**src/rtl/iwin_pkg.sv**
```systemverilog
package iwin_pkg;

  // Interrupt flags carried by a retiring instruction
  typedef struct packed {
    logic ext;
    logic nmi;
  } irq_flags_t;

  // Identity of what the window counter does on a retirement
  typedef enum logic [1:0] {
    WIN_HOLD   = 2'd0,
    WIN_STEP   = 2'd1,
    WIN_RELOAD = 2'd2
  } win_op_e;

endpackage

```
**src/rtl/iwin_counter.sv**
```systemverilog
module iwin_counter #(
  parameter int CNT_W = 3
) (
  input  logic             clk,
  input  logic             rst,
  input  logic             adv,
  input  logic             load,
  input  logic [CNT_W-1:0] load_cnt,
  output logic             win_open,
  output logic [CNT_W-1:0] cnt
);
  import iwin_pkg::*;

  localparam logic [CNT_W-1:0] ONE  = CNT_W'(1);
  localparam logic [CNT_W-1:0] ZERO = '0;

  logic [CNT_W-1:0] remaining;
  logic [CNT_W-1:0] cnt_nxt;
  win_op_e          op;

  assign win_open = (cnt != ZERO);

  always_comb begin
    if (!adv)      op = WIN_HOLD;
    else if (load) op = WIN_RELOAD;
    else           op = WIN_STEP;
  end

  // Count left once the current retirement has been charged to the window
  always_comb begin
    if (win_open) remaining = cnt - ONE;
    else          remaining = ZERO;
  end

  always_comb begin
    case (op)
      WIN_STEP:   cnt_nxt = remaining;
      WIN_RELOAD: cnt_nxt = (load_cnt > remaining) ? load_cnt : remaining;
      default:    cnt_nxt = cnt;
    endcase
  end

  always_ff @(posedge clk) begin
    if (rst) cnt <= ZERO;
    else     cnt <= cnt_nxt;
  end

endmodule

```
**src/rtl/iwin_gate.sv**
```systemverilog
module iwin_gate #(
  parameter int TAG_W = 8
) (
  input  logic                 clk,
  input  logic                 rst,
  input  logic                 in_valid,
  input  iwin_pkg::irq_flags_t in_flags,
  input  logic [TAG_W-1:0]     in_tag,
  input  logic                 mask_ext,
  output logic                 out_valid,
  output iwin_pkg::irq_flags_t out_flags,
  output logic [TAG_W-1:0]     out_tag
);
  import iwin_pkg::*;

  irq_flags_t flags_nxt;

  always_comb begin
    flags_nxt     = in_flags;
    flags_nxt.ext = in_valid & in_flags.ext & ~mask_ext;
    flags_nxt.nmi = in_valid & in_flags.nmi;
  end

  always_ff @(posedge clk) begin
    if (rst) begin
      out_valid <= 1'b0;
      out_flags <= '0;
      out_tag   <= '0;
    end else begin
      out_valid <= in_valid;
      out_flags <= flags_nxt;
      if (in_valid) out_tag <= in_tag;
    end
  end

endmodule

```
**src/rtl/irq_window_guard.sv**
```systemverilog
module irq_window_guard #(
  parameter int CNT_W = 3,
  parameter int TAG_W = 8
) (
  input  logic             clk,
  input  logic             rst,
  input  logic             ret_valid,
  input  logic             ret_is_di,
  input  logic [CNT_W-1:0] ret_di_count,
  input  logic             ret_ext_irq,
  input  logic             ret_nmi,
  input  logic [TAG_W-1:0] ret_tag,
  output logic             wb_valid,
  output logic             wb_ext_irq,
  output logic             wb_nmi,
  output logic [TAG_W-1:0] wb_tag
);
  import iwin_pkg::*;

  logic             win_open;
  logic [CNT_W-1:0] win_cnt;
  irq_flags_t       in_flags;
  irq_flags_t       out_flags;

  assign in_flags.ext = ret_ext_irq;
  assign in_flags.nmi = ret_nmi;

  iwin_counter #(.CNT_W(CNT_W)) u_ctr (
    .clk      (clk),
    .rst      (rst),
    .adv      (ret_valid),
    .load     (ret_is_di),
    .load_cnt (ret_di_count),
    .win_open (win_open),
    .cnt      (win_cnt)
  );

  iwin_gate #(.TAG_W(TAG_W)) u_gate (
    .clk       (clk),
    .rst       (rst),
    .in_valid  (ret_valid),
    .in_flags  (in_flags),
    .in_tag    (ret_tag),
    .mask_ext  (win_open),
    .out_valid (wb_valid),
    .out_flags (out_flags),
    .out_tag   (wb_tag)
  );

  assign wb_ext_irq = out_flags.ext;
  assign wb_nmi     = out_flags.nmi;

endmodule

```
**config.mk**
```make
export PLATFORM = sky130hd
export DESIGN_NAME = irq_window_guard
export DESIGN_NICKNAME = d
export VERILOG_FILES = /design/src/rtl/iwin_pkg.sv /design/src/rtl/iwin_counter.sv /design/src/rtl/iwin_gate.sv /design/src/rtl/irq_window_guard.sv
export SDC_FILE = /design/constraint.sdc
export NUM_CORES = 1
export LEC_CHECK = 0
export BUFFER_PORTS_ARGS = -buffer_cell sky130_fd_sc_hd__buf_2
export CAP_MARGIN = 20
export CORE_MARGIN = 10
export CORE_UTILIZATION = 39
export CTS_CLUSTER_SIZE = 14
export DETAILED_ROUTE_END_ITERATION = 16
export GPL_ROUTABILITY_DRIVEN = 0
export PLACE_DENSITY = 0.65
export SYNTH_ARGS = -nofsm -noshare
export SYNTH_HDL_FRONTEND = slang
export SYNTH_SLANG_ARGS = --single-unit
```
**constraint.sdc**
```tcl
create_clock -name clk -period 3.8 [get_ports clk]
set_input_delay 0 -clock clk [delete_from_list [all_inputs] [get_ports clk]]
set_output_delay 0 -clock clk [all_outputs]
set_load 0.05 [all_outputs]
```
==> reports/results.ini, run 1 <==
[power]
swShare_pct=29.4
finalPower_mw=0.354
pwr-share-seq_pct=45.5
power.leakage_nw=0.450
switchingPower_mw=0.104
clockPowerShare_pct=29.7
pwr-share-comb_pct=24.8
ir_drop_mv=0.246
powerDensity_nw_per_um2=391
p_int_mw=0.249

[yosys]
syn_area_sq_um=628
seq_area_frac_synth_pct=44.6
synth_xor_xnor_area_share_pct=0
synth_top_flop_cell=dfxtp_1
ys_warn_count=0
syn_inst=62
synth-simple-area-share_pct=20.5
ys_seq_elements=14
synthTopCellsByCount=dfxtp_1, nor2_1, mux2i_1, ha_1, o21ai_0
synth.area.mux_share_pct=12.7
yosys.cell_types.count=21
synth_area_leaders=dfxtp_1, mux2i_1, nor2_1
synth-compound-area-share_pct=12.9
synthesis.nets=82
synth-async-reset-ratio_pct=0
syn_area_per_cell_sq_um=10.1
synth_area_leader_cell=dfxtp_1
synth_top_family_by_area=simple AND/OR/NAND/NOR gates
yosysTopAreaCellShare_pct=44.6
synth_fa_ha_area_share_pct=5.98
synth_edf_count=0

[timing]
rsz0062_at_grt=no
relSlewSlack_pct=61.9
tns_ns=0
slew_viol_final=0
clock_skew_ns=0.00786
finalSetupViolCount=0
worst_pin_slew_ns=0.565
finalCritPeriodShare_pct=51.1
min_period_ns=1.94
fmax_ghz=0.515
hold_violations=0

[clock_tree]
insertion_delay_ns=0.28
clock-root-buffer=clkbuf_4
clockBufferDepth=2
cts.sinks=14
tritoncts=yes
cts_buffers=3
clk_pin_slew_ns=0.09
postCtsResizedCells=0
htree_levels=1

[grt]
overflow=0
grt_usage_pct=9.18
grt_max_degree=17
grt_pass1_vias=568
grt_antenna_before_repair=0
grt_pass1_wl_mm=2.55

[setup_path]
crit_required_ns=4.00
path_max_fanout=6
worstPathArrival_ns=2.14
crit_chain=and2_1 -> a21oi_1 -> ha_1 -> nor2b_4 -> o311ai_4 -> o21ai_0 -> a311oi_2
critPathLaunchType=flip-flop
slowest_delay_ns=0.34
critical_path_class=flip-flop to flip-flop
r2r_cells=7
endpoint_kind=flip-flop
slowest_stage=dfxtp_1

[die]
start_util_pct=41.7
die_w_um=60.1
core_area_sq_um=1510
fp.dieH_um=60.1
ios=28
row_count=14
die_area_sq_um=3620

[finish]
antenna_cells=0
fillers=137
area_growth_pct=43.8
drive_above_1_share_pct=34.0
nets=121

[worst_hold_path]
worst_hold_path_type=input pin to flip-flop
min_path_cells=2

[drt]
drtAntennaViolNets=0
drt-initial-drc-count=7
via_per_inst=4.82
vias=559
drc=0
dr.pass1.iters=4
wl_mm=1.54
wl_per_cell_um=13.3

[outcome]
outcome=complete, no violations

[job]
cap_violations=0

[placement]
place_hpwl_mm=1.15
port_buffers=27

==> cells in the final DEF, fill, tap and decap left out, drive strengths merged <==
| cell type | synthesis | final |
|---|---|---|
| nor4 | 2 | 2 |
| dfxtp | 14 | 14 |
| clkbuf | 1 | 4 |
| inv | 1 | 1 |
| nor3 | 2 | 2 |
| o311ai | 1 | 1 |
| o21ai | 3 | 3 |
| o211a | 2 | 2 |
| ha | 3 | 3 |
| dlygate4sd3 | 0 | 10 |
| nor2 | 14 | 14 |
| buf | 2 | 27 |
| a311oi | 1 | 1 |
| a21oi | 1 | 1 |
| mux2i | 8 | 8 |
| or3 | 1 | 1 |
| and2 | 2 | 2 |
| nor2b | 2 | 2 |
| and4b | 1 | 1 |
| nand3 | 1 | 1 |
==> metrics by stage <==
step                      cells  utilization (%)  area, sq um  worst slack (ns)  hold WS (ns)
after floorplan              62                -          628              2.04        0.0770
final                       116             60.0          903              1.86        0.0444
after global placement      102             50.9          767              1.94         0.206
after global routing        116             60.0          903              1.72        0.0464
after CTS                   116             60.0          903              1.86        0.0432
after detailed placement    102             50.9          767              1.89         0.204
==> state kept, by name, indices dropped and copies added, names as in the netlist <==
| name | flops |
|---|---|
| u_gate.out_tag | 8 |
| u_ctr.cnt | 3 |
| u_gate.out_flags | 2 |
| u_gate.out_valid | 1 |
==> layer usage <==
layer  track usage [%]  part of all wire [%]
met1              10.2                    41
met3              5.72                   8.4
met4              2.88                  0.97
met2              14.1                    50
met5                 0                     0
==> worst paths after layout <==
kind / end / slack, ns / start
worst min-delay path: u_gate.out_tag[0] / 0.04 / rst
worst max-delay path: u_ctr.cnt[0] / 1.86 / u_ctr.cnt[1]
worst max register to register: u_ctr.cnt[0] / 1.86 / u_ctr.cnt[1]
worst min register to register: u_gate.out_tag[4] / 0.49 / u_gate.out_tag[4]
==> cell families after synthesis <==
| group | Yosys count |
|---|---|
| AOI/OAI and AO/OA | 8 |
| adders and majority gates | 3 |
| DFF | 14 |
| muxes | 8 |
| and+or+nand+nor | 25 |
| buffers and inverters | 4 |
==> power groups by stage <==
stage	clock network [mW]	registers (mW)	logic, mW
3_3_place_gp	0	0.164	0.0794
4_1_cts	0.107	0.161	0.0887
5_1_grt	0.116	0.162	0.0962
2_1_floorplan	0	0.186	0.0374
3_5_place_dp	0	0.164	0.0803
6_report	0.105	0.161	0.0878
==> what timing repair did <==
| action | 4_1_cts | 5_1_grt |
|---|---|---|
| hold buffers | 10 | 0 |
| endpoints found under the hold margin | 10 | 0 |
| setup buffers | 0 | 0 |
==> layout make-up <==
type	count	area (sq um)	area share, %
Inverter	1	3.75	0.416
Timing Repair Buffer	37	235	26.0
Tap cell	16	20.0	2.22
Multi-Input combinational cell	44	328	36.3
Sequential cell	14	280	31.0
Clock buffer	4	36.3	4.02
==> worst max-delay path, delay by kind of cell, from the launching register on <==
kind            cells  cell delay, ns
fa+ha+maj           1            0.28
simple gates        2            0.30
flops               1            0.34
compound gates      4            0.94
Note: power is estimated with default switching activity, not from simulation.
==> run 2: changes to the inputs <==
==> constraint.sdc (replaced) <==
create_clock -name clk -period 1.93 [get_ports clk]
set_input_delay 0 -clock clk [delete_from_list [all_inputs] [get_ports clk]]
set_output_delay 0 -clock clk [all_outputs]
set_load 0.05 [all_outputs]
==> run 2 against run 1 <==
Total power grew 99%; largest cell class unchanged; die area is the same; the run now ends with negative hold slack left; maximum frequency grew 4.3%; cell count is the same.
==> reports/results.ini, run 2 (same netlist as run 1, synthesis figures left out) <==
[placement]
port_buffers=27
place_inst=103
place_hpwl_mm=1.19

[timing]
finalSetupViolCount=0
rsz0062_at_grt=yes
worst_pin_slew_ns=0.466
relSlewSlack_pct=68.7
min_period_ns=1.86
fmax_ghz=0.537
clock_skew_ns=0.00416
timing.hold.ws_ns=-0.00828
hold_violations=1
finalCritPeriodShare_pct=96.5
slew_viol_final=0

[finish]
layout_common_cells=buf_2, nor2_1, dfxtp_1
fillers=133
antenna_cells=0
area_growth_pct=47.2
stdcell_count=116
final_common_cell=buf_2
drive_above_1_share_pct=42.0
largest_reg_flops=8
top_regs=u_gate.out_tag x8, u_ctr.cnt x3, u_gate.out_flags x2
largest_register=u_gate.out_tag
nets=121

[grt]
overflow=0
grt_usage_pct=9.08
grt_max_degree=16
grt_antenna_before_repair=0
grt_pass1_wl_mm=2.56
grt_pass1_vias=588

[outcome]
outcome=finished with violations
failed_checks=negative hold slack

[clock_tree]
clk_pin_slew_ns=0.08
cts_buffers=3
clockBufferDepth=2
cts.sinks=14
clock-root-buffer=clkbuf_4
tritoncts=yes
insertion_delay_ns=0.28
post-cts-setup-buffer-count=0
htree_levels=1

[drt]
top_layer=met4
wl_per_cell_um=13.5
vias=586
drc=0
drt-initial-drc-count=2
wl_mm=1.57
wl_met2_um=817
drtAntennaViolNets=0
dr.pass1.iters=3
wl_met1_um=628
route.met3.wl_um=110
via_per_inst=5.05

[worst_hold_path]
worstHoldStart=ret_tag[1]
worst_hold_path_type=input pin to flip-flop

[die]
ios=28
start_util_pct=41.7
die_area_sq_um=3620
row_count=14
die_w_um=60.1
core_area_sq_um=1510
fp.dieH_um=60.1

[job]
cap_violations=0

[setup_path]
cp-startpoint=u_ctr.cnt[1]
path_max_fanout=6
endpoint_kind=flip-flop
timing.rr.start=u_ctr.cnt[1]
crit_required_ns=2.12
worstPathArrival_ns=2.06
critical_path_class=flip-flop to flip-flop
critPathLaunchType=flip-flop

[power]
switchingPower_mw=0.209
finalPower_mw=0.704
ir_drop_mv=0.559
powerDensity_nw_per_um2=761
clockPowerShare_pct=29.0
pwr-share-comb_pct=25.7
swShare_pct=29.7
p_int_mw=0.495
power.leakage_nw=0.454
pwr-share-seq_pct=45.3

==> run 2: final timing paths <==
kind / to / slack [ns] / cells past startpoint
hold reg to reg: u_gate.out_tag[7] / 0.50 / 2
setup / recovery: u_ctr.cnt[0] / 0.07 / 7
hold / removal: u_gate.out_tag[1] / -0.008 / 3
setup reg to reg: u_ctr.cnt[0] / 0.07 / 7
==> run 2: stage by stage <==
step | setup WS [ns] | util, % | instance area [sq um] | setup TNS (ns) | hold WS [ns]
6_report | 0.0667 | 61.4 | 925 | 0 | -0.00828
5_1_grt | -0.0495 | 61.4 | 925 | -0.0737 | 0.0196
4_1_cts | 0.0164 | 59.8 | 901 | 0 | 0.00578
3_5_place_dp | -0.00000999 | 51.4 | 774 | -0.00000999 | 0.206
3_3_place_gp | 0.0725 | 51.4 | 774 | 0 | 0.206
2_1_floorplan | 0.172 | - | 628 | 0 | 0.0770
==> run 2: cell type report <==
cell class / count / area (sq um) / share of cell area, %
sequential: 14 / 283 / 30.6
multi-input combinational: 44 / 349 / 37.8
clock buffer: 4 / 36.3 / 3.92
timing repair buffer: 37 / 233 / 25.2
tap: 16 / 20.0 / 2.17
inverter: 1 / 3.75 / 0.406
==> run 2: per-layer routing <==
layer	track usage, %	up-vias
met3	4.45	2
li1	-	298
met5	0	-
met4	3.53	0
met1	9.17	271
met2	15.6	15
==> run 2: critical path: stages, from the launching register on <==
cell,delay (ns)
dfxtp_2,0.37
and2_1,0.15
a21oi_2,0.04
ha_1,0.30
nor2b_4,0.16
o311ai_4,0.15
or3_1,0.39
a311oi_2,0.22
==> run 2: timing repair <==
item,in CTS,in global routing
pin swaps,0,4
endpoints found under the setup margin,1,3
hold buffers,9,0
endpoints found under the hold margin,9,0
resized for setup,1,9
==> run 2: power groups by stage <==
stage                     logic [mW]  clock network [mW]  registers (mW)
after global routing           0.197               0.222           0.321
after CTS                      0.175               0.213           0.317
after detailed placement       0.160                   0           0.323
after global placement         0.158                   0           0.322
final                          0.181               0.204           0.318
after floorplan               0.0735                   0           0.367
==> run 3: changes to the inputs <==
--- a/config.mk
+++ b/config.mk
@@ -13,6 +13,7 @@
 export DETAILED_ROUTE_END_ITERATION = 16
 export GPL_ROUTABILITY_DRIVEN = 0
 export PLACE_DENSITY = 0.65
+export SETUP_SLACK_MARGIN = 0.1
 export SYNTH_ARGS = -nofsm -noshare
 export SYNTH_HDL_FRONTEND = slang
 export SYNTH_SLANG_ARGS = --single-unit
==> run 3 against run 2 <==
The run still ends with negative hold slack left; first-iteration DRC count rose to 3.0 times the previous value; non-clock buffer count up 2; highest routed layer unchanged; worst setup slack got worse by 0.019 ns; utilization is 4.0 points higher.
==> reports/results.ini, run 3 (same netlist as run 1, synthesis figures left out) <==
[setup_path]
critPathLaunchType=flip-flop
crit_chain=and2_4 -> a21oi_4 -> ha_4 -> nor2b_4 -> o311ai_4 -> or3_1 -> a311oi_2
slowest_delay_ns=0.41
rrSetupSlack_ns=0.05
slowest_stage=or3_1
endpoint_kind=flip-flop
r2r_cells=7
critPathTopFamily=simple AND/OR/NAND/NOR gates
worstPathArrival_ns=2.08
crit_required_ns=2.12
cp-endpoint=u_ctr.cnt[0]
worstReg2RegEnd=u_ctr.cnt[0]
cp.depth=7
critical_path_class=flip-flop to flip-flop
path_max_fanout=6
cp-startpoint=u_ctr.cnt[0]
cp_num_buf_inv=0
timing.rr.start=u_ctr.cnt[0]

[timing]
min_period_ns=1.88
rsz0062_at_grt=yes
finalCritPeriodShare_pct=97.5
timing.hold.ws_ns=-0.0108
hold_violations=1
clock_skew_ns=0.00338
fmax_ghz=0.531
tns_ns=0
relSlewSlack_pct=73.7
finalSetupViolCount=0
worst_pin_slew_ns=0.393
slew_viol_final=0

[drt]
top_layer=met4
wl_met1_um=675
dr.pass1.iters=3
drt-initial-drc-count=6
wl_per_cell_um=14.3
drc=0
route.met3.wl_um=119
drtAntennaViolNets=0
wl_met2_um=872
wl_mm=1.69
vias=605
via_per_inst=5.13

[die]
die_area_sq_um=3620
core_area_sq_um=1510
ios=28
row_count=14
die_w_um=60.1
fp.dieH_um=60.1
start_util_pct=41.7

[power]
clockPowerShare_pct=28.3
finalPower_mw=0.728
powerDensity_nw_per_um2=739
power.leakage_nw=0.470
swShare_pct=30.3
p_int_mw=0.507
pwr-share-comb_pct=27.7
switchingPower_mw=0.221
ir_drop_mv=0.514
pwr-share-seq_pct=44.0

[grt]
grt_antenna_before_repair=0
grt_pass1_vias=611
grt_usage_pct=9.34
grt_max_degree=16
grt_pass1_wl_mm=2.64
overflow=0

[finish]
antenna_cells=0
drive_above_1_share_pct=50.0
top_regs=u_gate.out_tag x8, u_ctr.cnt x3, u_gate.out_flags x2
area_growth_pct=56.8
largest_register=u_gate.out_tag
design_area_sq_um=985
largest_reg_flops=8
fillers=121
layout_common_cells=buf_2, nor2_1, dfxtp_1
nets=123
multi_input_area_sq_um=388
final_common_cell=buf_2
regArea_sq_um=289

[worst_hold_path]
worst_hold_path_type=input pin to flip-flop

[outcome]
outcome=finished with violations
failed_checks=negative hold slack

[clock_tree]
clockBufferDepth=2
clk_pin_slew_ns=0.08
htree_levels=1
cts_buffers=3
tritoncts=yes
insertion_delay_ns=0.28
clock-root-buffer=clkbuf_4
cts.sinks=14

[placement]
place_area_sq_um=774
port_buffers=27
place_hpwl_mm=1.19

[job]
cap_violations=0

[run 3: changes by cell type in the layout (fill, tap and decap cells not counted), sizes merged]
| cell | change |
|---|---|
| buf | +2 |
[run 3: worst min path at each step]
stage,from,endpoint,slack [ns],depth (start not counted)
floorplan,rst,u_ctr.cnt[2],0.08,1
global placement,ret_nmi,u_gate.out_flags[0],0.21,2
detailed placement,ret_nmi,u_gate.out_flags[0],0.21,2
CTS,ret_tag[1],u_gate.out_tag[1],0.006,3
global route,ret_tag[1],u_gate.out_tag[1],0.02,3
finish,ret_tag[1],u_gate.out_tag[1],-0.01,3
[run 3: power groups by stage]
stage | combinational, mW | sequential [mW] | clock [mW]
2_1_floorplan | 0.0735 | 0.367 | 0
3_3_place_gp | 0.158 | 0.322 | 0
3_5_place_dp | 0.160 | 0.323 | 0
4_1_cts | 0.180 | 0.318 | 0.213
5_1_grt | 0.219 | 0.323 | 0.223
6_report | 0.202 | 0.320 | 0.206
[run 3: per-layer routing]
layer,vias up,global-route usage (%)
li1,301,-
met5,-,0
met1,283,9.05
met4,0,3.53
met2,17,16.6
met3,4,4.45
[run 3: worst register-to-register path: cells and delay by family (launching register included)]
family / cells / cell delay (ns)
and+or+nand+nor: 3 / 0.73
AOI/OAI and AO/OA: 3 / 0.42
DFF: 1 / 0.39
adders and majority gates: 1 / 0.26
[run 3: repair_timing]
action,CTS,global route
hold endpoints to repair,9,0
pin swaps,5,8
hold buffers,9,0
cloned,0,0
setup endpoints to repair,3,3
gates resized for setup,6,15
buffers inserted,1,1
[run 3: final cells by class]
cell class / count / share of cell area, %
flip-flops and latches: 14 / 29.4
multi-input cells: 44 / 39.4
repair buffers: 39 / 25.2
clock buffers: 4 / 3.68
well taps: 16 / 2.03
inverters: 1 / 0.381
[run 3: metrics by stage]
step / cells / setup slack, ns / util, %
floorplan: 62 / 0.172 / -
global route: 118 / -0.0376 / 65.4
CTS: 117 / 0.0779 / 60.9
finish: 118 / 0.0480 / 65.4
global placement: 103 / 0.0725 / 51.4
detailed placement: 103 / -0.00000999 / 51.4
